--- src/rtl/acc_pkg.sv ---
package acc_pkg;

    typedef enum logic [3:0] {
        OP_IDLE0   = 4'd0,
        OP_LOADA   = 4'd1,
        OP_COPYAR  = 4'd2,
        OP_EMITR   = 4'd3,
        OP_EMITA   = 4'd4,
        OP_LOADR   = 4'd5,
        OP_LOADA2  = 4'd6,
        OP_SUM     = 4'd7,
        OP_BOR     = 4'd8,
        OP_BAND    = 4'd9,
        OP_INV     = 4'd10
    } opcode_e;

    typedef enum logic [1:0] {
        ASRC_KEEP = 2'd0,
        ASRC_BUS  = 2'd1,
        ASRC_ALU  = 2'd2
    } asrc_e;

    typedef enum logic [1:0] {
        RSRC_KEEP = 2'd0,
        RSRC_BUS  = 2'd1,
        RSRC_ACC  = 2'd2
    } rsrc_e;

    typedef enum logic [1:0] {
        OSRC_KEEP = 2'd0,
        OSRC_ACC  = 2'd1,
        OSRC_GEN  = 2'd2
    } osrc_e;

    typedef enum logic [1:0] {
        FN_SUM = 2'd0,
        FN_OR  = 2'd1,
        FN_AND = 2'd2,
        FN_INV = 2'd3
    } alufn_e;

    typedef struct packed {
        asrc_e  a_src;
        rsrc_e  r_src;
        osrc_e  o_src;
        alufn_e fn;
    } ctrl_t;

endpackage

--- src/rtl/acc_decode.sv ---
module acc_decode
    import acc_pkg::*;
(
    input  logic       valid,
    input  logic [3:0] opcode,
    output ctrl_t      ctrl
);

    always_comb begin
        ctrl.a_src = ASRC_KEEP;
        ctrl.r_src = RSRC_KEEP;
        ctrl.o_src = OSRC_KEEP;
        ctrl.fn    = FN_SUM;
        if (valid) begin
            case (opcode)
                OP_LOADA,
                OP_LOADA2: ctrl.a_src = ASRC_BUS;
                OP_COPYAR: ctrl.r_src = RSRC_ACC;
                OP_LOADR:  ctrl.r_src = RSRC_BUS;
                OP_EMITR:  ctrl.o_src = OSRC_GEN;
                OP_EMITA:  ctrl.o_src = OSRC_ACC;
                OP_SUM: begin
                    ctrl.a_src = ASRC_ALU;
                    ctrl.fn    = FN_SUM;
                end
                OP_BOR: begin
                    ctrl.a_src = ASRC_ALU;
                    ctrl.fn    = FN_OR;
                end
                OP_BAND: begin
                    ctrl.a_src = ASRC_ALU;
                    ctrl.fn    = FN_AND;
                end
                OP_INV: begin
                    ctrl.a_src = ASRC_ALU;
                    ctrl.fn    = FN_INV;
                end
                default: ;
            endcase
        end
    end

    // At most one destination is written per instruction
    always_comb begin
        a_onehot_dest_r10: assert ($onehot0({ctrl.a_src != ASRC_KEEP,
                                             ctrl.r_src != RSRC_KEEP,
                                             ctrl.o_src != OSRC_KEEP}))
            else $error("decoder selected more than one destination");
    end

endmodule

--- src/rtl/acc_alu.sv ---
module acc_alu
    import acc_pkg::*;
#(
    parameter int WIDTH = 8
) (
    input  logic [WIDTH-1:0] a,
    input  logic [WIDTH-1:0] b,
    input  alufn_e           fn,
    output logic [WIDTH-1:0] y
);

    logic [WIDTH-1:0] carry;
    logic [WIDTH-1:0] sum_w;
    logic [WIDTH-1:0] or_w;
    logic [WIDTH-1:0] and_w;
    logic [WIDTH-1:0] inv_w;

    assign carry[0] = 1'b0;

    for (genvar i = 0; i < WIDTH; i++) begin : g_bit
        assign sum_w[i] = a[i] ^ b[i] ^ carry[i];
        assign or_w[i]  = a[i] | b[i];
        assign and_w[i] = a[i] & b[i];
        assign inv_w[i] = ~a[i];
        if (i < WIDTH - 1) begin : g_chain
            assign carry[i+1] = (a[i] & b[i]) | (carry[i] & (a[i] ^ b[i]));
        end
    end

    always_comb begin
        case (fn)
            FN_SUM:  y = sum_w;
            FN_OR:   y = or_w;
            FN_AND:  y = and_w;
            default: y = inv_w;
        endcase
    end

    // The ripple chain must match modular addition
    always_comb begin
        a_sum_wraps_r5: assert (sum_w == WIDTH'(a + b))
            else $error("ripple sum disagrees with modular sum");
    end

endmodule

--- src/rtl/acc_core.sv ---
module acc_core
    import acc_pkg::*;
#(
    parameter int WIDTH = 8
) (
    input  logic             clk,
    input  logic             rst,
    input  logic             valid,
    input  logic [3:0]       opcode,
    input  logic [WIDTH-1:0] din,
    output logic [WIDTH-1:0] dout
);

    typedef struct packed {
        logic [WIDTH-1:0] acc;
        logic [WIDTH-1:0] gen;
        logic [WIDTH-1:0] out;
    } state_t;

    state_t           st_d, st_q;
    ctrl_t            ctrl;
    logic [WIDTH-1:0] alu_y;
    logic             rst_seen_q;

    acc_decode u_decode (
        .valid  (valid),
        .opcode (opcode),
        .ctrl   (ctrl)
    );

    acc_alu #(.WIDTH(WIDTH)) u_alu (
        .a  (st_q.acc),
        .b  (st_q.gen),
        .fn (ctrl.fn),
        .y  (alu_y)
    );

    always_comb begin
        st_d = st_q;
        case (ctrl.a_src)
            ASRC_BUS: st_d.acc = din;
            ASRC_ALU: st_d.acc = alu_y;
            default:  ;
        endcase
        case (ctrl.r_src)
            RSRC_BUS: st_d.gen = din;
            RSRC_ACC: st_d.gen = st_q.acc;
            default:  ;
        endcase
        case (ctrl.o_src)
            OSRC_ACC: st_d.out = st_q.acc;
            OSRC_GEN: st_d.out = st_q.gen;
            default:  ;
        endcase
    end

    always_ff @(posedge clk) begin
        if (rst) begin
            st_q <= '0;
        end else begin
            st_q <= st_d;
        end
        rst_seen_q <= rst;
    end

    assign dout = st_q.out;

    logic fire;
    assign fire = valid && !rst;

    // one cycle after reset every register reads zero
    always_comb begin
        if (rst_seen_q == 1'b1) begin
            a_reset_zero_r1: assert (st_q == '0)
                else $error("state not cleared by reset");
        end
    end

    // the general register is written only by opcodes 2 and 5
    p_gen_hold_r8: assert property (@(posedge clk) disable iff (rst)
        !(fire && (opcode == OP_COPYAR || opcode == OP_LOADR)) |=> $stable(st_q.gen));

    // the output port moves only on opcodes 3 and 4
    p_out_hold_r9: assert property (@(posedge clk) disable iff (rst)
        !(fire && (opcode == OP_EMITR || opcode == OP_EMITA)) |=> $stable(dout));

    // publishing the accumulator shows its value before the edge
    p_emit_acc_r4: assert property (@(posedge clk) disable iff (rst)
        (fire && opcode == OP_EMITA) |=> dout == $past(st_q.acc));

    // copy from accumulator into the general register
    p_copy_r3: assert property (@(posedge clk) disable iff (rst)
        (fire && opcode == OP_COPYAR) |=> st_q.gen == $past(st_q.acc));

    // both load opcodes take the bus
    p_load_acc_r2: assert property (@(posedge clk) disable iff (rst)
        (fire && (opcode == OP_LOADA || opcode == OP_LOADA2)) |=> st_q.acc == $past(din));

    // complement of the accumulator
    p_invert_r7: assert property (@(posedge clk) disable iff (rst)
        (fire && opcode == OP_INV) |=> st_q.acc == ~$past(st_q.acc));

    // unqualified or undefined opcodes keep all state
    p_idle_r10: assert property (@(posedge clk) disable iff (rst)
        (!valid || opcode == 4'd0 || opcode > 4'd10) |=> $stable(st_q));

endmodule

--- config.mk ---
export PLATFORM = sky130hd
export DESIGN_NAME = acc_core
export DESIGN_NICKNAME = d
export VERILOG_FILES = /design/src/rtl/acc_pkg.sv /design/src/rtl/acc_decode.sv /design/src/rtl/acc_alu.sv /design/src/rtl/acc_core.sv
export SDC_FILE = /design/constraint.sdc
export NUM_CORES = 1
export LEC_CHECK = 0
export BUFFER_PORTS_ARGS = -buffer_cell sky130_fd_sc_hd__buf_2
export CAP_MARGIN = 40
export CORE_UTILIZATION = 30
export DETAILED_ROUTE_END_ITERATION = 8
export PLACE_DENSITY = 0.57
export SLEW_MARGIN = 20
export SYNTH_ARGS = -nofsm -noshare
export SYNTH_HDL_FRONTEND = slang
export SYNTH_SLANG_ARGS = --single-unit
export TNS_END_PERCENT = 100
--- constraint.sdc ---
create_clock -name clk -period 3.77 [get_ports clk]
set_input_delay 0.754 -clock clk [delete_from_list [all_inputs] [get_ports clk]]
set_output_delay 0.754 -clock clk [all_outputs]
set_load 0.02 [all_outputs]
==> results by group <==
Synthesis
  – Cell taking the most area after synthesis: dfxtp_1
  – Syn Nets: 266
  – Top FF cell, synth: dfxtp_1
  – Synth cell types: 31
  – Netlist Area Pre-Place: 0.00191 mm²
  – Async set-reset flop share out of synthesis: 0%
  – Post-synthesis sequential area ratio: 25.1%
  – Mapped Cells: 226
  – Top cell type's share of synthesized area: 25.1%
  – Synth Area per Inst: 8.46 µm²
  – Number of synthesized flops with an enable pin: 0
  – Flops & latches, synth: 24
  – Synth top area cells: dfxtp_1 (25%), ha_1 (12%), mux2i_1 (7.9%)
  – Synth Warn #: 0

Worst setup path
  – Worst Setup End Kind: register
  – FF-to-FF Start: st_q[16]
  – Worst endpoint required time: 3.94 ns
  – CP Max Fanout: 6
  – Arrival time worst endpoint: 3.59 ns
  – Flop2flop setup slack: 0.35 ns
  – R2r worst-path depth: 13
  – FF-to-FF End: st_q[23]
  – Critical Path Source Type: register
  – Crit Path Class: reg2reg

Power
  – P per Cell Area: 291 mW/mm²
  – Pleak: 0.776 nW
  – Max VDD drop: 0.134 mV
  – Tot Pwr: 0.000602 W

STA
  – Post-Route Setup TNS: 0 ns
  – Fin crit period: 3.42 ns
  – Hold violation total from the final report: 0
  – Max_slew headroom: 60.2%
  – Endpoints failing setup: 0
  – Fin crit share: 90.7%
  – Clock skew: 0.00379 ns
  – RSZ-0062 raised after global routing: no
  – Slew Limit Fails: 0
  – Least-Margin Pin Slew: 0.597 ns
  – Fmax: 0.292 GHz

Clocking
  – Cts hold-fix bufs: 0
  – Post-CTS Setup Repair Bufs: 0
  – Clock root buffer: clkbuf_8
  – CTS tree: yes
  – Latest clock arrival within the worst-skew pair: 0.27 ns
  – Resized cells post-CTS: 0
  – Max Root-Sink Buffers: 2
  – CTS HTree Levels: 1
  – Worst-path clk slew: 0.09 ns
  – Cts bufs inserted: 3
  – Clk sinks: 24

Global route
  – GRT overflow: 0
  – Largest net degree at the start of global routing: 26
  – Antenna violations before repair: 0
  – Vias in the first global route: 1400
  – Global-route wire length before repair: 6870 µm
  – Gr usage total: 13.7%

Placement
  – Final HPWL DP: 2930 µm
  – Gp weighted congestion: 0.758
  – IO buf count: 22

Finish
  – Fillers: 652
  – Antenna cells: 0
  – Fin util: 34.4%
  – Nets: 271
  – Most frequent cells in the layout: dfxtp_1 (24), buf_2 (22), nor2_1 (21), inv_1 (21), ha_1 (19)
  – Synthesis-to-layout area growth: 8.31%
  – Most common cell after layout, fill and taps aside: dfxtp_1
  – Share of cells above drive strength 1: 13.0%

Route
  – Detailed router's first-iteration violation count: 93
  – Post-DRT Antenna Nets: 0
  – Vias after detailed routing: 1521
  – DR pass1 iterations: 4
  – Drt drc: 0
  – Highest metal used: met4
  – Vias per cell: 4.99
  – Drt total wl: 4080 µm
  – Routed wire length per instance: 13.4 µm
  – Metal3 WL: 260 µm
  – Met1 Wirelength: 1960 µm
  – WL met2: 1850 µm

Floorplan
  – Chip width: 81.8 µm
  – Full die area: 0.00670 mm²
  – Initial Utilization: 31.7%
  – # IOs: 23
  – Die span in y: 81.8 µm
  – CORE AREA: 0.00603 mm²
  – # rows: 28

Min path
  – Hold crit path type: reg2reg
  – Min-delay src: dout[4]
  – Hold Path Depth: 2
  – Hold EP: dout[4]

Run
  – Max_cap viols: 0

Outcome
  – Status: finished, final reports clean
==> through the flow <==
stage,worst slack (ns),hold slack [ns],instance area (µm²),cells
final,0.350,0.493,2070,305
after global routing,0.158,0.516,2070,305
after CTS,0.336,0.497,2070,305
after detailed placement,0.382,0.474,2000,301
after global placement,0.425,0.468,2000,301
after floorplan,0.547,0.456,1910,226
==> cells in the mapped netlist, types with 3 or more instances <==
master	count
inv_1	21
o21ai_0	4
nor3b_1	9
buf_2	3
buf_4	8
a211oi_1	16
mux2i_1	15
ha_1	19
nor2_1	21
o22ai_1	8
clkbuf_1	12
nor2b_1	15
o221ai_1	7
fa_1	6
nand2_1	5
a21oi_1	17
dfxtp_1	24
==> worst max-delay path by stage <==
stage | slack, ns | startpoint | endpoint | cells past startpoint
3_3_place_gp | 0.43 | st_q[16] | st_q[23] | 13
2_1_floorplan | 0.55 | st_q[16] | st_q[23] | 13
3_5_place_dp | 0.38 | st_q[16] | st_q[23] | 13
4_1_cts | 0.34 | st_q[16] | st_q[23] | 13
6_report | 0.35 | st_q[16] | st_q[23] | 13
5_1_grt | 0.16 | st_q[16] | st_q[23] | 13
==> layer usage <==
layer / track usage, % / vias to the layer above
met1: 18.9 / 694
met5: 0 / -
met3: 3.11 / 2
li1: - / 790
met2: 21.8 / 35
met4: 2.11 / 0
==> state kept, by name (all words and copies together) (netlist names) <==
signal and count:
st_q 16, dout 8
==> area by class of cell <==
| class | count | area, µm² | share of cell area (%) |
|---|---|---|---|
| Tap cell | 75 | 93.8 | 4.53 |
| Multi-Input combinational cell | 157 | 1220 | 59.0 |
| Inverter | 21 | 78.8 | 3.81 |
| Clock buffer | 3 | 41.3 | 1.99 |
| Sequential cell | 24 | 480 | 23.2 |
| Clock inverter | 1 | 30.0 | 1.45 |
| Timing Repair Buffer | 24 | 125 | 6.04 |
==> cell families (layout without fill, tap and decap cells) <==
group           count (synthesis)  after routing  synth area share, %
xor+xnor                        1              1                0.458
flops                          24             24                 25.1
fa+ha+maj                      25             25                 18.7
compound gates                 55             55                 19.0
buf+inv                        45             49                 11.0
simple gates                   61             61                 17.8
mux                            15             15                 7.85
==> worst max-delay path, cell delays in order (launching register included) <==
cell     delay [ns]
dfxtp_1        0.43
ha_1           0.20
inv_1          0.05
fa_1           0.37
fa_1           0.38
fa_1           0.39
fa_1           0.37
inv_1          0.07
fa_1           0.16
inv_1          0.05
fa_1           0.38
xor2_1         0.16
o21ai_0        0.09
o211a_1        0.21
==> power by group <==
group	internal [W]	switching [W]	total [W]
logic	0.0000422	0.0000584	0.000101
registers	0.000262	0.0000104	0.000273
clock network	0.000142	0.0000869	0.000229
total	0.000446	0.000156	0.000602
(Power assumes the default switching activity.)
